## config.mk

```make
export PLATFORM = sky130hd
export DESIGN_NAME = shuffler_top
export DESIGN_NICKNAME = d
export VERILOG_FILES = /design/src/rtl/shuf_pkg.sv /design/src/rtl/beat_permuter.sv /design/src/rtl/row_scrambler.sv /design/src/rtl/shuffler_top.sv
export SDC_FILE = /design/constraint.sdc
export NUM_CORES = 2
export LEC_CHECK = 0
export BUFFER_PORTS_ARGS = -buffer_cell sky130_fd_sc_hd__buf_2
export CORE_MARGIN = 4
export CORE_UTILIZATION = 40
export CTS_CLUSTER_DIAMETER = 200
export CTS_CLUSTER_SIZE = 30
export DETAILED_ROUTE_END_ITERATION = 7
export PLACE_DENSITY = 0.61
export SYNTH_ARGS = -nofsm -noshare
export SYNTH_HDL_FRONTEND = slang
export SYNTH_SLANG_ARGS = --single-unit
```

## constraint.sdc

```tcl
create_clock -name clk -period 16.93 [get_ports clk]
set_clock_uncertainty 0.15 [all_clocks]
set_input_delay 3.386 -clock clk [delete_from_list [all_inputs] [get_ports clk]]
set_output_delay 3.386 -clock clk [all_outputs]
set_load 0.02 [all_outputs]
```

## src/rtl/shuf_pkg.sv

```systemverilog
package shuf_pkg;
    localparam int CHIPS  = 8;
    localparam int LANE_W = 8;
    localparam int BEATS  = 8;
    localparam int ROW_W  = 16;
    localparam int GRP_W  = 9;
    localparam int BUS_W  = CHIPS * LANE_W;
    localparam int BIW    = $clog2(BEATS);

    typedef enum logic { DIR_WRITE = 1'b0, DIR_READ = 1'b1 } dir_e;

    typedef logic [LANE_W-1:0] lane_t;
    typedef lane_t [CHIPS-1:0] beat_t;
    typedef logic [ROW_W-1:0]  row_t;
    typedef row_t [CHIPS-1:0]  row_vec_t;

    // Beat position that lane c of output beat b is taken from.
    function automatic int src_beat(dir_e d, int b, int c);
        int r;
        r = c % BEATS;
        if (d == DIR_WRITE) return (b + r) % BEATS;
        return (b + BEATS - r) % BEATS;
    endfunction

    // Per-chip XOR key inside one row group.
    function automatic logic [GRP_W-1:0] row_key(int c, logic [GRP_W-1:0] stride);
        return GRP_W'(c) * stride;
    endfunction
endpackage

```

## src/rtl/beat_permuter.sv

```systemverilog
module beat_permuter
    import shuf_pkg::*;
#(
    parameter dir_e DIR = DIR_WRITE
) (
    input  logic  clk,
    input  logic  rst,
    input  logic  bypass,
    input  logic  in_valid,
    input  beat_t in_beat,
    output logic  out_valid,
    output beat_t out_beat
);
    localparam logic [BIW-1:0] LAST = BIW'(BEATS - 1);

    beat_t cap      [BEATS];
    beat_t hold     [BEATS];
    beat_t whole    [BEATS];
    beat_t shuffled [BEATS];
    logic [BIW-1:0] cnt;
    logic [BIW-1:0] ecnt;
    logic           emitting;
    logic           load;

    assign load = in_valid && (cnt == LAST);

    for (genvar b = 0; b < BEATS; b++) begin : g_beat
        if (b == BEATS - 1) begin : g_live
            assign whole[b] = in_beat;
        end else begin : g_stored
            assign whole[b] = cap[b];
        end
        for (genvar c = 0; c < CHIPS; c++) begin : g_lane
            localparam int SRC = src_beat(DIR, b, c);
            assign shuffled[b][c] = bypass ? whole[b][c] : whole[SRC][c];
        end
    end

    always_ff @(posedge clk) begin
        if (rst) begin
            cnt      <= '0;
            ecnt     <= '0;
            emitting <= 1'b0;
        end else begin
            if (in_valid) cnt <= (cnt == LAST) ? '0 : cnt + 1'b1;
            if (load) begin
                ecnt     <= '0;
                emitting <= 1'b1;
            end else if (emitting) begin
                ecnt <= ecnt + 1'b1;
                if (ecnt == LAST) emitting <= 1'b0;
            end
        end
    end

    always_ff @(posedge clk) begin
        if (in_valid) cap[cnt] <= in_beat;
        if (load) begin
            for (int b = 0; b < BEATS; b++) hold[b] <= shuffled[b];
        end
    end

    assign out_valid = emitting;
    assign out_beat  = emitting ? hold[ecnt] : '0;


    load_then_valid_chk: assert property (@(posedge clk) disable iff (rst)
        load |=> out_valid);

    burst_run_chk: assert property (@(posedge clk) disable iff (rst)
        (out_valid && ecnt != LAST) |=> out_valid);

    start_source_chk: assert property (@(posedge clk) disable iff (rst)
        $rose(out_valid) |-> $past(in_valid));

    idle_hold_chk: assert property (@(posedge clk) disable iff (rst)
        !in_valid |=> $stable(cnt));
endmodule

```

## src/rtl/row_scrambler.sv

```systemverilog
module row_scrambler
    import shuf_pkg::*;
(
    input  logic             clk,
    input  logic             rst,
    input  logic             bypass,
    input  logic [GRP_W-1:0] stride,
    input  logic             in_valid,
    input  row_t             in_row,
    output logic             out_valid,
    output row_vec_t         out_rows
);
    row_vec_t mapped;
    row_vec_t held;
    logic     vld;

    for (genvar c = 0; c < CHIPS; c++) begin : g_chip
        assign mapped[c] = bypass ? in_row
                         : {in_row[ROW_W-1:GRP_W], in_row[GRP_W-1:0] ^ row_key(c, stride)};


        upper_keep_chk: assert property (@(posedge clk) disable iff (rst)
            in_valid |=> out_rows[c][ROW_W-1:GRP_W] == $past(in_row[ROW_W-1:GRP_W]));

        bypass_pass_chk: assert property (@(posedge clk) disable iff (rst)
            (in_valid && bypass) |=> out_rows[c] == $past(in_row));
    end

    always_ff @(posedge clk) begin
        if (rst) vld <= 1'b0;
        else     vld <= in_valid;
    end

    always_ff @(posedge clk) begin
        if (in_valid) held <= mapped;
    end

    assign out_valid = vld;
    assign out_rows  = vld ? held : '0;


    row_follow_chk: assert property (@(posedge clk) disable iff (rst)
        in_valid |=> out_valid);

    row_idle_chk: assert property (@(posedge clk) disable iff (rst)
        !in_valid |=> (!out_valid && out_rows == '0));
endmodule

```

## src/rtl/shuffler_top.sv

```systemverilog
module shuffler_top
    import shuf_pkg::*;
(
    input  logic                   clk,
    input  logic                   rst,
    input  logic                   cfg_bypass,
    input  logic [GRP_W-1:0]       cfg_row_stride,
    input  logic                   wr_valid,
    input  logic [BUS_W-1:0]       wr_data,
    output logic                   ch_wr_valid,
    output logic [BUS_W-1:0]       ch_wr_data,
    input  logic                   ch_rd_valid,
    input  logic [BUS_W-1:0]       ch_rd_data,
    output logic                   rd_valid,
    output logic [BUS_W-1:0]       rd_data,
    input  logic                   row_valid,
    input  logic [ROW_W-1:0]       row_addr,
    output logic                   chip_row_valid,
    output logic [CHIPS*ROW_W-1:0] chip_row
);
    beat_t    wr_in, wr_out, rd_in, rd_out;
    row_vec_t rows;

    assign wr_in = wr_data;
    assign rd_in = ch_rd_data;

    beat_permuter #(.DIR(DIR_WRITE)) u_wr (
        .clk(clk), .rst(rst), .bypass(cfg_bypass),
        .in_valid(wr_valid), .in_beat(wr_in),
        .out_valid(ch_wr_valid), .out_beat(wr_out)
    );

    beat_permuter #(.DIR(DIR_READ)) u_rd (
        .clk(clk), .rst(rst), .bypass(cfg_bypass),
        .in_valid(ch_rd_valid), .in_beat(rd_in),
        .out_valid(rd_valid), .out_beat(rd_out)
    );

    row_scrambler u_row (
        .clk(clk), .rst(rst), .bypass(cfg_bypass), .stride(cfg_row_stride),
        .in_valid(row_valid), .in_row(row_addr),
        .out_valid(chip_row_valid), .out_rows(rows)
    );

    assign ch_wr_data = wr_out;
    assign rd_data    = rd_out;
    assign chip_row   = rows;


    reset_quiet_chk: assert property (@(posedge clk)
        rst |=> (!ch_wr_valid && !rd_valid && !chip_row_valid));

    beat_idle_chk: assert property (@(posedge clk) disable iff (rst)
        (!ch_wr_valid |-> ch_wr_data == '0) and (!rd_valid |-> rd_data == '0));
endmodule

```

==> results.toml <==
[synthesis]
synth_nets = 4219
yosysTopAreaCell = "edfxtp_1"
avgSynthCellArea_sq_um = 20.41
ys_top_cells_by_area = "edfxtp_1 73%, mux2_2 12%, mux4_2 7.0%, mux2i_1 1.7%, nor2b_1 1.0%"
yosys_warnings = 0
synth-edff-count = 1989
syn-cell-area_sq_um = 82010
synthCells = 4019
synth_top_area_share_pct = 72.82
synth-seq-area-share_pct = 73.34
ys_ff_latch = 2010
synth-async-reset-ratio_pct = 0
synthFlopType = "edfxtp_1"
synth_cell_types = 47

[setup_path]
path_buf_inv = 3
worstSetupPathType = "reg2out"
required_ps = 13390
cpMaxStageDelayCell = "buf_4"
crit_path_start_kind = "flop"
cp_slowest_stage_delay_ps = 840
worstPathCellList = "buf_4, buf_4, mux4_2, mux2i_1, nor2b_1, buf_2"
cpMostUsedCell = "buf_4"
path_max_fanout = 41
r2r-start = "u_rd.cnt[0]$_SDFFE_PP0P_"
arrival_ps = 4160
end_kind = "output pin"
r2r_cells = 7
cp_top_family = "buffers and inverters"
reg2reg_setup_slack_ps = 13230

[clocking]
clk_latency_ps = 730
postCtsSetupRepairBufs = 0
cts-resized-gates = 0
cts_buffers = 77
hold_buffers = 0
clock_path_buffers = 3
clock-sinks = 2010
htree_levels = 3
path_clk_slew_ps = 110
cts_root_buf = "clkbuf_16"
cts_tree = "built"

[sta]
period_minus_slack_ps = 7697
slew_headroom_pct = 26.39
finalHoldViolCount = 0
drv_slew = 0
tightest_slew_ps = 1104
min_period_over_period_pct = 45.46
tns_ps = 0
rsz0062_at_grt = "false"
max_freq_ghz = 0.1299
setup_viol = 0
setup_ws_ps = 9233

[drt]
drt_iter0_drc = 2670
wl_per_cell_microns = 23.36
vias_per_cell = 5.138
vias = 36151
dr_wl_met2_microns = 82890
dr.pass1.iters = 5
highest_layer = "met5"
finalWirelength_microns = 164400
wl_met3_microns = 8190
wl_met1_microns = 70540
drt.antenna.violating_nets = 0
drc = 0

[final_layout]
final_nets = 4512
final_common_cell = "edfxtp_1"
drive_gt1_share_pct = 40.28
layout.cells.most_common_list = "1989 x edfxtp_1, 896 x mux2_2, 416 x buf_2"
syn_to_final_growth_pct = 8.395
final_util_pct = 43.76

[floorplanning]
die-height_microns = 460.8
die_area_sq_um = 212300
top_level_ports = 418
fp.dieW_microns = 460.8
core-area_sq_um = 203100
rows = 165
start_util_pct = 40.37

[worst_hold_path]
whs_endpoint = "u_rd.hold[1][3]$_DFFE_PP_"
hold_depth = 0
holdCritPathClass = "reg2reg"
holdCritStartpoint = "u_rd.cap[1][3]$_DFFE_PP_"

[power_and_ir_drop]
p_leak_nw = 27.99
powerDensity_nw_per_um2 = 93.12
ir_worst_vdd_uv = 79.49
totalPowerFinal_mw = 8.278

[place]
pre_cts_ws_ps = 9492
dp_hpwl_microns = 93400
port_buffers = 417
place_congestion = 0.7345

[status]
outcome = "complete, no violations"

[global_route]
grt_max_degree = 184
grt_usage_pct = 15.25
first_global_vias = 37801
grt_pass1_wl_microns = 244200
grt_antenna_before_repair = 52
grt_overflow = 0

[run]
max-cap-violations = 0
## worst max path at each step
stage                start                         end  slack, ps  cells past startpoint
2_1_floorplan  ch_rd_valid                        flop         30                      4
3_3_place_gp    cfg_bypass  u_wr.hold[0][25]$_DFFE_PP_       9550                      5
3_5_place_dp    cfg_bypass  u_wr.hold[4][47]$_DFFE_PP_       9490                      5
4_1_cts               flop                 rd_data[26]       8960                      6
5_1_grt               flop                 rd_data[26]       8820                      6
6_report              flop                 rd_data[32]       9230                      6
## power breakdown
part,internal (mW),switching (mW),total (mW)
logic,0.177,0.236,0.413
clock network,0.867,1.43,2.30
registers,5.54,0.0245,5.56
total,6.58,1.70,8.28
## area by class of cell
type | count | area (sq um)
clock inverter | 7 | 90.09
tap | 2672 | 3343
timing repair buffer | 478 | 2618
sequential | 2010 | 60180
clock buffer | 100 | 2034
multi-input combinational | 1734 | 20530
inverter | 11 | 41.29
antenna | 24 | 60.06
fill | 17440 | 114200
## synthesized netlist by cell type (25+ instances only)
| library cell | count |
|---|---|
| xnor2_1 | 42 |
| mux2i_1 | 137 |
| and2_1 | 71 |
| buf_2 | 131 |
| nor2_1 | 38 |
| clkbuf_1 | 37 |
| nor2b_1 | 131 |
| buf_1 | 33 |
| buf_4 | 63 |
| nand2b_1 | 25 |
| mux2_2 | 896 |
| mux4_2 | 256 |
| edfxtp_1 | 1989 |
| ha_1 | 32 |
## worst reg2reg max path, delay by kind of cell (launching register included)
kind / cells / cell delay (ps)
buf+inv: 2 / 1640
simple gates: 3 / 920
flops: 1 / 520
fa+ha+maj: 2 / 370
## layer usage
metal / GRT usage [%] / vias up
met4: 3.009 / 24
met2: 26.20 / 536
met3: 3.234 / 158
li1: - / 16452
met5: 0 / -
met1: 20.09 / 18981
## logic make-up after synthesis
| logic type | count (synthesis) | synth area share, % |
|---|---|---|
| xor gates and xnor gates | 62 | 0.6621 |
| buffers and inverters | 275 | 1.747 |
| adders and majority gates | 41 | 0.7079 |
| muxes | 1289 | 21.00 |
| DFF | 2010 | 73.34 |
| and+or+nand+nor | 300 | 2.183 |
| AOI/OAI and AO/OA | 42 | 0.3585 |
## registers in the layout, summed over array words and instances (netlist names), 3 cells and up, named ones only
name / count
u_rd.cap: 448
u_rd.cnt: 3
u_rd.ecnt: 3
u_rd.hold: 512
u_row.held: 69
u_wr.cap: 448
u_wr.cnt: 3
u_wr.ecnt: 3
u_wr.hold: 512
## per-stage QoR
step	hold slack [ps]	area, sq um	instances
floorplan	250.3	82010	4019
global placement	250.5	86720	6905
detailed placement	254.5	86720	6905
CTS	274.9	88840	7012
global route	280.9	88860	7019
finish	268.1	88900	7036
Note: power is estimated with default switching activity, not from simulation.
